<file path="src/rtl/prio_irq_pkg.sv">
package prio_irq_pkg;
  localparam int LINES     = 15;
  localparam int VEC_W     = LINES + 1;
  localparam int NUM_W     = $clog2(VEC_W);
  localparam int DATA_W    = 32;
  localparam int ADDR_W    = 8;
  localparam int CLR_SHIFT = 16;

  localparam logic [ADDR_W-1:0] OFF_LEVEL  = 8'h00;
  localparam logic [ADDR_W-1:0] OFF_PEND   = 8'h04;
  localparam logic [ADDR_W-1:0] OFF_FORCE  = 8'h08;
  localparam logic [ADDR_W-1:0] OFF_CLEAR  = 8'h0C;
  localparam logic [ADDR_W-1:0] OFF_STATUS = 8'h10;
  localparam logic [ADDR_W-1:0] OFF_BCAST  = 8'h14;
  localparam logic [ADDR_W-1:0] OFF_MASK   = 8'h40;
  localparam logic [ADDR_W-1:0] OFF_FMOD   = 8'h80;

  localparam logic [VEC_W-1:0] LINE_MASK = {{LINES{1'b1}}, 1'b0};

  typedef enum logic [2:0] {
    RD_ZERO, RD_LEVEL, RD_PEND, RD_FORCE, RD_BCAST, RD_MASK
  } rdSelT;

  typedef struct packed {
    logic             wrLevel;
    logic             wrForce;
    logic             wrForceMod;
    logic             wrClear;
    logic             wrBcast;
    logic             wrMask;
    logic [VEC_W-1:0] ackVec;
    rdSelT            rdSel;
  } strobeT;
endpackage

</file>
<file path="src/rtl/prio_irq_ctrl_ctl.sv">
module prio_irq_ctrl_ctl
  import prio_irq_pkg::*;
(
  input  logic              busSel,
  input  logic              busWr,
  input  logic [ADDR_W-1:0] busAddr,
  input  logic              ackValid,
  input  logic [NUM_W-1:0]  ackNum,
  output strobeT            stb
);
  logic aligned;
  logic doWr;
  logic doRd;
  logic [VEC_W-1:0] ackOneHot;

  assign aligned = (busAddr[1:0] == 2'b00);
  assign doWr    = busSel && busWr && aligned;
  assign doRd    = busSel && !busWr && aligned;

  // one-hot acknowledge; line 0 does not exist
  for (genvar g = 0; g < VEC_W; g++) begin : gAck
    if (g == 0) begin : gNone
      assign ackOneHot[g] = 1'b0;
    end else begin : gLine
      assign ackOneHot[g] = ackValid && (ackNum == NUM_W'(g));
    end
  end

  always_comb begin
    stb            = '0;
    stb.rdSel      = RD_ZERO;
    stb.ackVec     = ackOneHot;
    stb.wrLevel    = doWr && (busAddr == OFF_LEVEL);
    stb.wrForce    = doWr && (busAddr == OFF_FORCE);
    stb.wrForceMod = doWr && (busAddr == OFF_FMOD);
    stb.wrClear    = doWr && (busAddr == OFF_CLEAR);
    stb.wrBcast    = doWr && (busAddr == OFF_BCAST);
    stb.wrMask     = doWr && (busAddr == OFF_MASK);
    if (doRd) begin
      case (busAddr)
        OFF_LEVEL: stb.rdSel = RD_LEVEL;
        OFF_PEND:  stb.rdSel = RD_PEND;
        OFF_FORCE: stb.rdSel = RD_FORCE;
        OFF_FMOD:  stb.rdSel = RD_FORCE;
        OFF_BCAST: stb.rdSel = RD_BCAST;
        OFF_MASK:  stb.rdSel = RD_MASK;
        default:   stb.rdSel = RD_ZERO;
      endcase
    end
  end
endmodule

</file>
<file path="src/rtl/prio_irq_ctrl_dp.sv">
module prio_irq_ctrl_dp
  import prio_irq_pkg::*;
(
  input  logic              clk,
  input  logic              rst_n,
  input  logic [VEC_W-1:0]  irqIn,
  input  logic [DATA_W-1:0] busWdata,
  input  strobeT            stb,
  output logic [DATA_W-1:0] busRdata,
  output logic [NUM_W-1:0]  irqNum,
  output logic [VEC_W-1:0]  levelQ,
  output logic [VEC_W-1:0]  pendQ,
  output logic [VEC_W-1:0]  forceQ,
  output logic [VEC_W-1:0]  bcastQ,
  output logic [VEC_W-1:0]  maskQ
);
  logic [VEC_W-1:0] prevQ;
  logic [VEC_W-1:0] rise;
  logic [VEC_W-1:0] wLow;
  logic [VEC_W-1:0] wClr;
  logic [VEC_W-1:0] clrVec;
  logic [VEC_W-1:0] forceBase;
  logic [VEC_W-1:0] forceN;
  logic [VEC_W-1:0] pendN;
  logic [VEC_W-1:0] elig;
  logic [VEC_W-1:0] hiGrp;
  logic [VEC_W-1:0] served;
  logic unusedOk;

  assign unusedOk = busWdata[CLR_SHIFT];
  assign wLow     = busWdata[VEC_W-1:0] & LINE_MASK;
  assign wClr     = {busWdata[CLR_SHIFT+LINES:CLR_SHIFT+1], 1'b0};
  assign rise     = irqIn & ~prevQ & LINE_MASK;
  assign clrVec   = ((stb.wrClear ? wLow : '0) | stb.ackVec) & LINE_MASK;

  always_comb begin
    if (stb.wrForce)         forceBase = wLow;
    else if (stb.wrForceMod) forceBase = (forceQ | wLow) & ~wClr;
    else                     forceBase = forceQ;
  end

  // a fresh edge beats a same-cycle clear or acknowledge
  assign forceN = (forceBase & ~clrVec) | (rise & bcastQ);
  assign pendN  = (pendQ & ~clrVec) | (rise & ~bcastQ);

  always_ff @(posedge clk) begin
    if (!rst_n) begin
      prevQ  <= '0;
      levelQ <= '0;
      pendQ  <= '0;
      forceQ <= '0;
      bcastQ <= '0;
      maskQ  <= '0;
    end else begin
      prevQ  <= irqIn;
      pendQ  <= pendN;
      forceQ <= forceN;
      if (stb.wrLevel) levelQ <= wLow;
      if (stb.wrBcast) bcastQ <= wLow;
      if (stb.wrMask)  maskQ  <= wLow;
    end
  end

  function automatic logic [NUM_W-1:0] topLine(input logic [VEC_W-1:0] v);
    logic [NUM_W-1:0] n;
    n = '0;
    for (int i = 1; i < VEC_W; i++) begin
      if (v[i]) n = NUM_W'(i);
    end
    return n;
  endfunction

  assign elig   = (pendQ | forceQ) & maskQ & LINE_MASK;
  assign hiGrp  = elig & levelQ;
  assign served = (|hiGrp) ? hiGrp : elig;
  assign irqNum = topLine(served);

  always_comb begin
    case (stb.rdSel)
      RD_LEVEL: busRdata = DATA_W'(levelQ);
      RD_PEND:  busRdata = DATA_W'(pendQ);
      RD_FORCE: busRdata = DATA_W'(forceQ);
      RD_BCAST: busRdata = DATA_W'(bcastQ);
      RD_MASK:  busRdata = DATA_W'(maskQ);
      default:  busRdata = '0;
    endcase
  end
endmodule

</file>
<file path="src/rtl/prio_irq_ctrl.sv">
module prio_irq_ctrl
  import prio_irq_pkg::*;
(
  input  logic              clk,
  input  logic              rst_n,
  input  logic [VEC_W-1:0]  irqIn,
  input  logic              busSel,
  input  logic              busWr,
  input  logic [ADDR_W-1:0] busAddr,
  input  logic [DATA_W-1:0] busWdata,
  output logic [DATA_W-1:0] busRdata,
  input  logic              ackValid,
  input  logic [NUM_W-1:0]  ackNum,
  output logic [NUM_W-1:0]  irqNum
);
  strobeT stb;
  logic [VEC_W-1:0] levelQ;
  logic [VEC_W-1:0] pendQ;
  logic [VEC_W-1:0] forceQ;
  logic [VEC_W-1:0] bcastQ;
  logic [VEC_W-1:0] maskQ;

  prio_irq_ctrl_ctl uCtl (
    .busSel   (busSel),
    .busWr    (busWr),
    .busAddr  (busAddr),
    .ackValid (ackValid),
    .ackNum   (ackNum),
    .stb      (stb)
  );

  prio_irq_ctrl_dp uDp (
    .clk      (clk),
    .rst_n    (rst_n),
    .irqIn    (irqIn),
    .busWdata (busWdata),
    .stb      (stb),
    .busRdata (busRdata),
    .irqNum   (irqNum),
    .levelQ   (levelQ),
    .pendQ    (pendQ),
    .forceQ   (forceQ),
    .bcastQ   (bcastQ),
    .maskQ    (maskQ)
  );
endmodule

</file>
<file path="config.mk">
export PLATFORM = sky130hd
export DESIGN_NAME = prio_irq_ctrl
export DESIGN_NICKNAME = d
export VERILOG_FILES = /design/src/rtl/prio_irq_pkg.sv /design/src/rtl/prio_irq_ctrl_ctl.sv /design/src/rtl/prio_irq_ctrl_dp.sv /design/src/rtl/prio_irq_ctrl.sv
export SDC_FILE = /design/constraint.sdc
export NUM_CORES = 1
export LEC_CHECK = 0
export BUFFER_PORTS_ARGS = -buffer_cell sky130_fd_sc_hd__buf_2
export CORE_ASPECT_RATIO = 0.7
export CORE_UTILIZATION = 52
export DETAILED_ROUTE_END_ITERATION = 10
export GPL_TIMING_DRIVEN = 0
export PLACE_DENSITY = 0.81
export SLEW_MARGIN = 20
export SYNTH_ARGS = -nofsm -noshare
export SYNTH_HDL_FRONTEND = slang
export SYNTH_HIERARCHICAL = 1
export SYNTH_SLANG_ARGS = --single-unit
</file>
<file path="constraint.sdc">
create_clock -name clk -period 5.6 [get_ports clk]
set_input_delay 0.28 -clock clk [delete_from_list [all_inputs] [get_ports clk]]
set_output_delay 0.28 -clock clk [all_outputs]
set_load 0.02 [all_outputs]
</file>
After elaboration in Yosys (flattened, before gate mapping) --
Index checks and enable logic that the tools add are counted. W data, S select, Z words.
Word-level totals: register bits 93, latch bits 0, bits in writable memories 0, memory bits (read-only) 0, input bits 65, output and inout port bits 36, logic and storage cells 101, memories 0
Cells by class: add/sub/neg operators 0, multiply operators 0, divide/modulo/power cells 0, order comparisons 0, equality and inequality tests 26, shift-type cells 0, multiplexer cells 22, bitwise logic cells 17, reductions and logical operators 30
Operators with widths (count):
- $and A16 B16 Y16 | 8
- $or A16 B16 Y16 | 5
- $pmux W16 S5 | 1
- $mux W16 | 4
- $not A16 Y16 | 4
- $eq A4 B4 Y1 const B | 8
- $mux W4 | 8
- $logic_and A1 B1 Y1 | 25
- $eq A4 B3 Y1 const B | 4
- $eq A8 B4 Y1 const B | 2
- $reduce_or A16 Y1 | 1
- $mux W3 | 5
- $pmux W3 S5 | 1
- $eq A4 B2 Y1 const B | 2
- $eq A8 B3 Y1 const B | 1
- $eq A8 B5 Y1 const B | 1
- $eq A8 B7 Y1 const B | 1
- $eq A8 B8 Y1 const B | 1
- $logic_not A8 Y1 | 1
- $eq A3 B2 Y1 const B | 2
- $eq A3 B3 Y1 const B | 2
- $eq A4 B1 Y1 const B | 1
- $mux W2 | 2
- $eq A3 B1 Y1 const B | 1
- other kinds (4) | 4

Longest topological paths before layout --
Gate-level depths: netlist (run 1).
word-level depth 20, gate-level depth with buffers 9, mapped depth without buffers 7

Hierarchy --
The synthesis (run 1) kept the hierarchy.
Modules (own cells, without submodules):
- prio_irq_ctrl_dp | times used 1, cells an instance 532, area each 4901.0 um2, seq. area each 1801.7 um2
- prio_irq_ctrl_ctl | times used 1, cells an instance 50, area each 295.3 um2, seq. area each 0.0 um2

Worst setup path before layout (run 1) --
No wires, ideal clock.
path kind in2out, start point input port busAddr[2], end point output port busRdata[10], arrival 2.516 ns, data required time 5.320 ns, setup slack 2.804 ns, stages 7, buffers on the path 3, path through clkbuf_2 -> nor4_2 -> nor4b_1 -> buf_1 -> buf_1 -> mux2i_1 -> o22ai_1
RTL lines:
- from (decl) | line prio_irq_ctrl.sv:9 | input logic [ADDR_W-1:0] busAddr,
- to (decl) | line prio_irq_ctrl.sv:11 | output logic [DATA_W-1:0] busRdata,

==> reports/results.tsv, run 1 <==
stage	metric	value	unit
run_status	status	complete, no violations	
setup_path	crit path launch	busAddr[1]	
route	Post-DRT Antenna Nets	0	
sta	clk_skew	0.00432	ns
sta	Pins Over Slew Limit	0	
setup_path	critical path cell sequence	buf_2 > nor2_1 > nand3b_1 > nor4b_1 > buf_1 > buf_1 > mux2i_1 > o22ai_1 > buf_2	
pwr	combinational power share	0.082	
logic_synthesis	Syn Inst Count	575	
pwr	P_sw	0.337	mW
setup_path	slack of the worst reg-to-reg path	4.52	ns
setup_path	Critical Path RT	5.32	ns
floorplan	Die Y	85.2	um
logic_synthesis	Avg Inst Size Synth	8.95	um2
setup_path	Startpoint Class	primary input	
cts	clock buffer depth	2	
placement	input/output buffers	78	
pwr	Sw Ratio	0.224	
logic_synthesis	YS warnings	6	
setup_path	Crit-path slowest cell	buf_1	
sta	final hold viol count	0	
setup_path	CP Capture Point	busRdata[4]	
floorplan	die width	121	um
pwr	Leak Pwr	2.15	nW
setup_path	R2R cell count	4	
route	initial DRC count	662	
cts	Worst-Skew Late Latency	0.34	ns
pwr	Sequential Power Share	0.444	
sta	Max Freq	0.251	GHz
cts	Sink Count	90	
placement	DP Area	0.00575	mm2
pwr	design internal power	1.17	mW
route	via count	5074	
global_route	global-route wire length before repair	25800	um
logic_synthesis	synthesized area	0.00515	mm2
setup_path	crit end category	output pin	
cts	Num CTS Buffers	9	
sta	final setup TNS	0	ns
cts	Post-CTS Setup Bufs	0	
sta	setup violators final	0	
pwr	worst ir drop on vdd	0.000150	V
worst_hold_path	HP Class	primary input to register	
sta	post-route setup slack	1.61	ns
flow_run	MaxCap Viol Count	0	
cts	H-tree depth	3	
cts	CTS clk-pin slew, worst paths	0.06	ns
cells_and_area	fin nets	745	
setup_path	worst-path fanout max	10	
route	Residual DRC	0	
sta	worst slew pin tran	0.988	ns
cells_and_area	Final Cell Area	0.00611	mm2
cts	TritonCTS clock tree	built	
floorplan	die area	0.0103	mm2
global_route	vias in the first global route	4735	
pwr	clock power share	0.474	
cells_and_area	most frequent cells in the layout	90 x dfxtp_1, 78 x buf_2, 77 x nor2b_1, 60 x mux2i_1, 48 x a21oi_1	
setup_path	worst reg2reg path startpoint	uDp/forceQ[9]	
setup_path	R2R Path End	uDp/forceQ[9]	
route	Avg WL per Cell	20.8	um
placement	pre-CTS setup slack	1.93	ns
sta	Final min period	3.99	ns
cells_and_area	Finished Layout Cells	810	
cts	PostCTS Resize Cnt	0	
placement	Placer Congestion	0.983	
cells_and_area	final core occ	0.655	
floorplan	Core ar.	0.00933	mm2
placement	DP Cell Count	793	
floorplan	top-level I/O count	101	
route	post-DR vias/cell	6.26	
setup_path	Arr. time, crit path	3.71	ns
floorplan	Starting Density	0.552	
cts	Root Buffer	clkbuf_16	
global_route	pin count of the biggest net entering global routing	15	
cells_and_area	layout cells sized above 1	0.203	
route	DRT Pass-1 Iters	5	
sta	crit share post-route	0.713	
sta	unrepaired setup endpoints after global routing	no	
floorplan	Site Rows	29	
global_route	initial antenna violation count	0	
pwr	pwr dens	247	mW/mm2
setup_path	Crit path largest cell delay	0.81	ns
placement	DP HPWL	11900	um
global_route	gr usage total	0.334	
cts	hold_buf cts	0	
global_route	grt ovf	0	
sta	Rel. slew slack	0.341	
cells_and_area	area delta synth->final	18.7	%
route	drt total wl	16800	um
setup_path	WS Path Type	primary input to output pin	
cells_and_area	commonest non-fill, non-tap cell in the layout	dfxtp_1	
==> cell type report <==
type	instances	area, um2
clock buffers	11	253
diodes	1	2.50
fillers	785	3220
plain buffers	51	264
flip-flops and latches	90	1800
clock inverters	5	100
well taps	124	155
inverters	1	3.75
repair buffers	78	390
multi-input cells	449	3140
==> power groups by stage <==
stage	clock, mW	combinational, mW	sequential [mW]
3_5_place_dp	0	0.119	0.682
5_1_grt	0.747	0.133	0.670
2_1_floorplan	0	0.0688	0.677
4_1_cts	0.715	0.120	0.668
3_3_place_gp	0	0.115	0.680
6_report	0.715	0.123	0.668
==> worst max-delay path, delay by kind of cell <==
kind | cells | cell delay (ns)
and+or+nand+nor | 3 | 1.14
muxes | 1 | 0.35
buffers and inverters | 4 | 1.78
AOI/OAI and AO/OA | 1 | 0.16
==> state kept, by name, summed over array words and instances (netlist names) <==
register	cells
uDp/prevQ	15
uDp/maskQ	15
uDp/pendQ	15
uDp/levelQ	15
uDp/bcastQ	15
uDp/forceQ	15
==> layer usage <==
| layer | track usage | part of all wire | vias up | wire length, um |
|---|---|---|---|---|
| met5 | 0.00481 | 0 | - | 0 |
| met4 | 0.113 | 0.029 | 0 | 488 |
| met3 | 0.105 | 0.12 | 60 | 2100 |
| met2 | 0.502 | 0.42 | 360 | 7050 |
| met1 | 0.451 | 0.43 | 2357 | 7200 |
| li1 | - | - | 2297 | - |
==> worst min path at each step <==
stage / start / endpoint / depth (start not counted)
after floorplan: irqIn[10] / uDp/prevQ[10] / 1
after global placement: irqIn[2] / uDp/prevQ[2] / 2
after detailed placement: irqIn[2] / uDp/prevQ[2] / 2
after CTS: irqIn[12] / uDp/prevQ[12] / 2
after global routing: irqIn[10] / uDp/prevQ[10] / 2
final: irqIn[12] / uDp/prevQ[12] / 2
==> through the flow <==
stage / hold WS, ns / total power, mW
6_report: 0.158 / 1.51
3_5_place_dp: 0.516 / 0.800
4_1_cts: 0.158 / 1.50
3_3_place_gp: 0.506 / 0.795
2_1_floorplan: 0.402 / 0.746
5_1_grt: 0.162 / 1.55
Power figures use the tool's default switching activity.
==> run 2, diff against run 1 <==
Settings changed: ABC_AREA from default to 1.
Clock period 5.6 ns to 3.9 ns, I/O delays scaled along.
==> run 2 against run 1 <==
Clock power rose by 11%. Final area shrank 3.4%. Non-clock buffer count is 3 lower. Synthesized cell count rose by 37%. Total power rose by 28%. Sequential share of layout area up 1.0 points. Area after synthesis is 2.4% lower. Utilization is 1.5 points lower. Combinational power grew 46%. Worst setup slack got worse by 0.64 ns. Via count increased by 8.8%. Sequential cell count stayed put. Critical endpoint is now busRdata[5]. Highest routed layer unchanged.
==> reports/results.tsv, run 2 <==
stage	metric	value	unit	change
run_status	status	complete, no violations		
pwr	clock power share	0.413		-0.061
setup_path	Crit-path slowest cell	nor3_1		
route	post-DR vias/cell	5.40		-14%
cells_and_area	most frequent cells in the layout	173 x nand2_1, 128 x inv_1, 90 x dfxtp_1, 80 x buf_2, 80 x a21oi_1		
setup_path	Crit path largest cell delay	0.70	ns	-0.11 ns
route	initial DRC count	512		-23%
sta	clk_skew	0.00429	ns	-0.0000277 ns
worst_hold_path	Hold Startpoint	irqIn[6]		
setup_path	Top delay family on crit path	simple AND/OR/NAND/NOR gates		
cts	clock buffer depth	2		unchanged
floorplan	die width	119	um	-1.2%
placement	DP HPWL	11400	um	-4.4%
pwr	worst ir drop on vdd	0.000277	V	+84%
logic_synthesis	Avg Inst Size Synth	6.39	um2	-29%
placement	Placer Congestion	0.958		-2.5%
pwr	P_sw	0.476	mW	+41%
global_route	vias in the first global route	4992		+5.4%
route	via count	5522		+8.8%
sta	Final min period	2.93	ns	
cts	Worst-Skew Late Latency	0.34	ns	about the same
cells_and_area	fin nets	958		+29%
global_route	gr usage total	0.320		-0.0138
pwr	Leak Pwr	2.65	nW	+23%
placement	pre-CTS setup slack	1.04	ns	-0.889 ns
cells_and_area	area of the multi-input gates	0.00253	mm2	-19%
setup_path	Arr. time, crit path	2.74	ns	-0.97 ns
global_route	Most Crowded Layer GR	met2		
floorplan	Starting Density	0.545		-0.00706
placement	input/output buffers	80		+2.6%
cts	TritonCTS clock tree	built		
cells_and_area	ant diodes	0		-1
cts	CTS clk-pin slew, worst paths	0.06	ns	about the same
logic_synthesis	YS warnings	6		unchanged
cells_and_area	final-layout fill cell count	935		+19%
sta	final hold viol count	0		unchanged
sta	Rel. slew slack	0.359		+0.0180
setup_path	crit end category	output pin		
sta	post-route setup slack	0.966	ns	-0.643 ns
sta	unrepaired setup endpoints after global routing	no		
cells_and_area	Register Area	0.00180	mm2	unchanged
global_route	met2 Use GR	0.487		-0.0147
global_route	met3 Use GR	0.0713		-0.0335
cts	H-tree depth	3		unchanged
sta	worst slew pin tran	0.954	ns	-0.0343 ns
pwr	Sw Ratio	0.247		+0.0234
setup_path	worst-path fanout max	10		unchanged
floorplan	Site Rows	29		unchanged
cts	PostCTS Resize Cnt	0		unchanged
cells_and_area	layout cells sized above 1	0.154		-0.0492
pwr	pwr dens	326	mW/mm2	+32%
worst_hold_path	HP Class	primary input to register		
setup_path	WS Path Type	primary input to output pin		
setup_path	Startpoint Class	primary input		
setup_path	critical path depth	14		+5
route	drt total wl	15600	um	-7.4%
pwr	combinational power share	0.093		+0.011
worst_hold_path	Hold Path Cell Cnt	3		+1
cells_and_area	Final Cell Area	0.00590	mm2	-3.4%
cts	Post-CTS Setup Bufs	0		unchanged
floorplan	top-level I/O count	101		unchanged
setup_path	Critical Path RT	3.70	ns	-1.62 ns
sta	setup violators final	0		unchanged
setup_path	CP most frequent cell	nand2_1		
sta	final setup TNS	0	ns	unchanged
setup_path	worst reg2reg path startpoint	uDp/forceQ[11]		
route	DRT Pass-1 Iters	5		unchanged
pwr	design internal power	1.45	mW	+24%
cts	hold_buf cts	0		unchanged
sta	crit share post-route	0.752		
setup_path	critical path cell sequence	buf_2 > inv_1 > nand2_2 > nor2_4 > nand2_1 > nand2_1 > nor2_1 > nor2_1 > inv_1 > nor3_1 > clkbuf_1 > nand2_1 > nand4_1 > buf_2		
pwr	Sequential Power Share	0.494		+0.050
setup_path	R2R Path End	uDp/forceQ[11]		
placement	DP Area	0.00564	mm2	-2.0%
sta	Pins Over Slew Limit	0		unchanged
route	Avg WL per Cell	15.3	um	-27%
setup_path	R2R cell count	3		-1
floorplan	Die Y	84.2	um	-1.2%
flow_run	MaxCap Viol Count	0		unchanged
sta	Max Freq	0.341	GHz	
cts	Sink Count	90		unchanged
cells_and_area	area delta synth->final	17.5	%	
cts	Num CTS Buffers	9		unchanged
setup_path	CP bufs+invs	5		+1
global_route	grt ovf	0		unchanged
global_route	global-route wire length before repair	24700	um	-3.9%
floorplan	Core ar.	0.00922	mm2	-1.2%
logic_synthesis	Syn Inst Count	786		+37%
floorplan	die area	0.0101	mm2	-2.4%
global_route	met1 Track Usage GR	0.435		-0.0151
logic_synthesis	synthesized area	0.00502	mm2	-2.4%
route	Residual DRC	0		unchanged
worst_hold_path	Hold Path End	uDp/prevQ[6]		
global_route	initial antenna violation count	0		unchanged
cts	Root Buffer	clkbuf_16		
global_route	pin count of the biggest net entering global routing	14		-1
cells_and_area	commonest non-fill, non-tap cell in the layout	nand2_1		
setup_path	slack of the worst reg-to-reg path	3.05	ns	-1.47 ns
route	Post-DRT Antenna Nets	0		unchanged
## run 2: power by group through the flow
stage | clock network, mW | registers [mW] | logic, mW
floorplan | 0 | 0.969 | 0.101
global placement | 0 | 0.972 | 0.172
CTS | 0.802 | 0.951 | 0.175
global route | 0.832 | 0.953 | 0.198
detailed placement | 0 | 0.972 | 0.174
finish | 0.797 | 0.952 | 0.179
## run 2: worst max path at each step
| stage | from | endpoint | slack (ns) |
|---|---|---|---|
| 2_1_floorplan | busAddr[5] | busRdata[10] | 1.94 |
| 3_3_place_gp | busAddr[0] | busRdata[5] | 1.07 |
| 3_5_place_dp | busAddr[5] | busRdata[5] | 1.04 |
| 4_1_cts | busAddr[5] | busRdata[5] | 1.03 |
| 5_1_grt | busAddr[5] | busRdata[10] | 0.78 |
| 6_report | busAddr[5] | busRdata[5] | 0.97 |
## run 2: layout make-up
type	instances	area share
Sequential cell	90	0.305
Tap cell	124	0.0263
Inverter	138	0.0877
Multi-Input combinational cell	528	0.428
Clock buffer	13	0.0424
Clock inverter	3	0.00254
Timing Repair Buffer	80	0.0678
Buffer	46	0.0401
## run 2: routing by layer
layer | routed length [um] | vias up
li1 | - | 2731
met1 | 6690 | 2421
met2 | 6490 | 326
met3 | 1910 | 44
met4 | 503 | 0
met5 | 0 | -
## run 2: tightest hold or removal path, delay by kind of cell
kind                   cells  cell delay (ns)
buffers and inverters      2             0.14
AND/OR/NAND/NOR            1             0.04
## run 2: metrics by stage
stage | cells | hold slack (ns) | util | power (mW)
floorplan | 802 | 0.288 | - | 1.07
global placement | 1006 | 0.403 | 0.612 | 1.14
detailed placement | 1006 | 0.407 | 0.612 | 1.15
CTS | 1022 | 0.0471 | 0.641 | 1.93
global route | 1022 | 0.0686 | 0.641 | 1.98
finish | 1022 | 0.0550 | 0.641 | 1.93
==> run 3, diff against run 2 <==
Settings changed: CORE_UTILIZATION 52 to 50.
Clock period 3.9 ns to 2.65 ns, I/O delays scaled along.
==> run 3 against run 2 <==
Sequential power grew 48%. Register-to-register slack got worse by 1.3 ns. Die area up 3.9%. First-iteration DRC count rose by 7.6%. Total power is 52% higher. Global-route usage is 0.51 points higher. Via count rose by 2.0%. Sequential share of layout area down 0.92 points. Hold slack got worse by 0.047 ns. Utilization down 0.78 points. Largest cell class unchanged. Highest routed layer unchanged.
==> reports/results.tsv, run 3 (same netlist as run 2, synthesis figures left out) <==
stage	metric	value	unit	change
cells_and_area	final core occ	0.633		-0.00782
worst_hold_path	HP Class	primary input to register		
setup_path	Arr. time, crit path	2.40	ns	-0.34 ns
cells_and_area	layout cells sized above 1	0.203		+0.0496
route	drt total wl	16300	um	+4.7%
global_route	global-route wire length before repair	25300	um	+2.1%
route	Post-DRT Antenna Nets	0		unchanged
pwr	worst ir drop on vdd	0.000355	V	+28%
setup_path	Critical Path RT	2.52	ns	-1.18 ns
cells_and_area	Final Cell Area	0.00615	mm2	+4.2%
route	initial DRC count	551		+7.6%
global_route	gr usage total	0.325		+0.00514
route	Avg WL per Cell	15.7	um	+3.1%
floorplan	die width	122	um	+1.9%
run_status	status	complete, no violations		
cells_and_area	most frequent cells in the layout	165 x nand2_1, 123 x inv_1, 79 x buf_2, 79 x a21oi_1, 75 x dfxtp_1		
floorplan	Starting Density	0.517		-0.0283
flow_run	MaxCap Viol Count	0		unchanged
cells_and_area	Register Area	0.00182	mm2	+1.0%
route	Residual DRC	0		unchanged
sta	Final min period	2.53	ns	
setup_path	Startpoint Class	register		
sta	Pins Over Slew Limit	0		unchanged
sta	setup violators final	0		unchanged
cells_and_area	fin nets	971		+1.4%
setup_path	crit end category	output pin		
route	post-DR vias/cell	5.43		+0.46%
floorplan	Core ar.	0.00972	mm2	+5.5%
cts	Worst-Skew Late Latency	0.34	ns	about the same
placement	DP Cell Count	1010		+0.40%
placement	DP HPWL	11600	um	+1.5%
placement	DP Area	0.00564	mm2	about the same
floorplan	Site Rows	30		+3.4%
cells_and_area	Finished Layout Cells	1038		+1.6%
global_route	initial antenna violation count	0		unchanged
floorplan	Die Y	85.9	um	+1.9%
sta	final hold viol count	0		unchanged
cells_and_area	area delta synth->final	22.5	%	
sta	final setup TNS	0	ns	unchanged
cts	TritonCTS clock tree	built		
cts	Num CTS Buffers	9		unchanged
cells_and_area	area of the multi-input gates	0.00260	mm2	+2.9%
placement	Placer Congestion	0.936		-2.3%
global_route	grt ovf	0		unchanged
route	via count	5634		+2.0%
route	DRT Pass-1 Iters	6		+1
floorplan	die area	0.0105	mm2	+3.9%
setup_path	worst-path fanout max	6		-4
sta	Rel. slew slack	0.392		+0.0323
sta	crit share post-route	0.954		
cts	Sink Count	90		unchanged
cts	H-tree depth	3		unchanged
sta	Max Freq	0.395	GHz	
sta	clk_skew	0.00546	ns	+0.00117 ns
global_route	vias in the first global route	4978		-0.28%
global_route	pin count of the biggest net entering global routing	14		unchanged
cells_and_area	commonest non-fill, non-tap cell in the layout	nand2_1		
cts	clock buffer depth	2		unchanged
cells_and_area	final-layout fill cell count	909		-2.8%
sta	worst slew pin tran	0.912	ns	-0.0412 ns
placement	input/output buffers	80		unchanged
sta	worst hold margin	0.00798	ns	-0.0470 ns
setup_path	WS Path Type	register to output pin		
pwr	Leak Pwr	2.75	nW	+3.6%
sta	unrepaired setup endpoints after global routing	yes		
floorplan	top-level I/O count	101		unchanged
cts	CTS clk-pin slew, worst paths	0.06	ns	about the same
pwr	pwr dens	478	mW/mm2	+46%
cells_and_area	ant diodes	0		unchanged
cts	Root Buffer	clkbuf_16		
[run 3: changes by cell type in the layout (fill, tap and decap cells not counted), sizes merged]
| cell | previous run | this run |
|---|---|---|
| bufinv | 0 | 1 |
| buf | 97 | 102 |
| clkbuf | 42 | 41 |
| dlygate4sd3 | 0 | 8 |
| clkinv | 3 | 2 |
[run 3: area by class of cell]
type / count / area share
buffer: 46 / 0.0391
clock buffer: 12 / 0.0401
clock inverter: 3 / 0.00651
inverter: 138 / 0.0846
multi-input combinational: 528 / 0.422
sequential: 90 / 0.296
tap: 128 / 0.0260
timing repair buffer: 93 / 0.0852
[run 3: critical path, stage by stage, from the launching register on]
cell and delay, ns:
dfxtp_2 0.33, inv_2 0.05, nand2_2 0.07, nand3_2 0.07
nand2_1 0.06, nor2_1 0.13, nand2_1 0.11, nor2_4 0.24
nor2_2 0.06, nor2_2 0.08, nand2_1 0.05, nand2_1 0.06
nand2_1 0.05, nand2_1 0.06, nand2_1 0.05, nand2_1 0.06
nand2_1 0.05, nand2_1 0.05, nand2_1 0.04, nand2_1 0.05
nand2_1 0.05, nand2_1 0.05, nand2_1 0.06, nand2_2 0.07
buf_6 0.11
[run 3: stage by stage]
stage	worst slack [ns]	power [mW]
2_1_floorplan	0.817	1.58
3_3_place_gp	-0.00544	1.68
3_5_place_dp	-0.0614	1.69
4_1_cts	0.0289	2.94
5_1_grt	-0.164	3.04
6_report	0.121	2.94
[run 3: per-layer routing]
layer  share of wire  GRT usage  vias up  wire, um
met5               0          0        -         0
met2            0.41      0.485      350      6760
met1            0.41      0.428     2503      6700
li1                -          -     2745         -
met4           0.022      0.114        0       363
met3            0.15      0.120       36      2510
[run 3: final timing paths]
path / cells after the start / from / slack (ns) / endpoint
setup reg to reg: 4 / uDp/forceQ[9] / 1.71 / uDp/forceQ[9]
hold / removal: 3 / irqIn[13] / 0.008 / uDp/prevQ[13]
setup / recovery: 24 / uDp/forceQ[8] / 0.12 / irqNum[0]
hold reg to reg: 2 / uDp/bcastQ[3] / 0.48 / uDp/forceQ[3]
[run 3: power by group]
group	leakage, nW	internal, mW	switching, mW
clock	0.142	0.748	0.504
combinational	1.87	0.104	0.176
sequential	0.739	1.39	0.0189
[run 3: repair_timing]
action / 4_1_cts / 5_1_grt
endpoints found under the setup margin: 8 / 12
hold buffers: 8 / 0
setup buffers: 0 / 5
hold endpoints to repair: 8 / 0
pin swaps: 0 / 6
gates resized for setup: 3 / 49
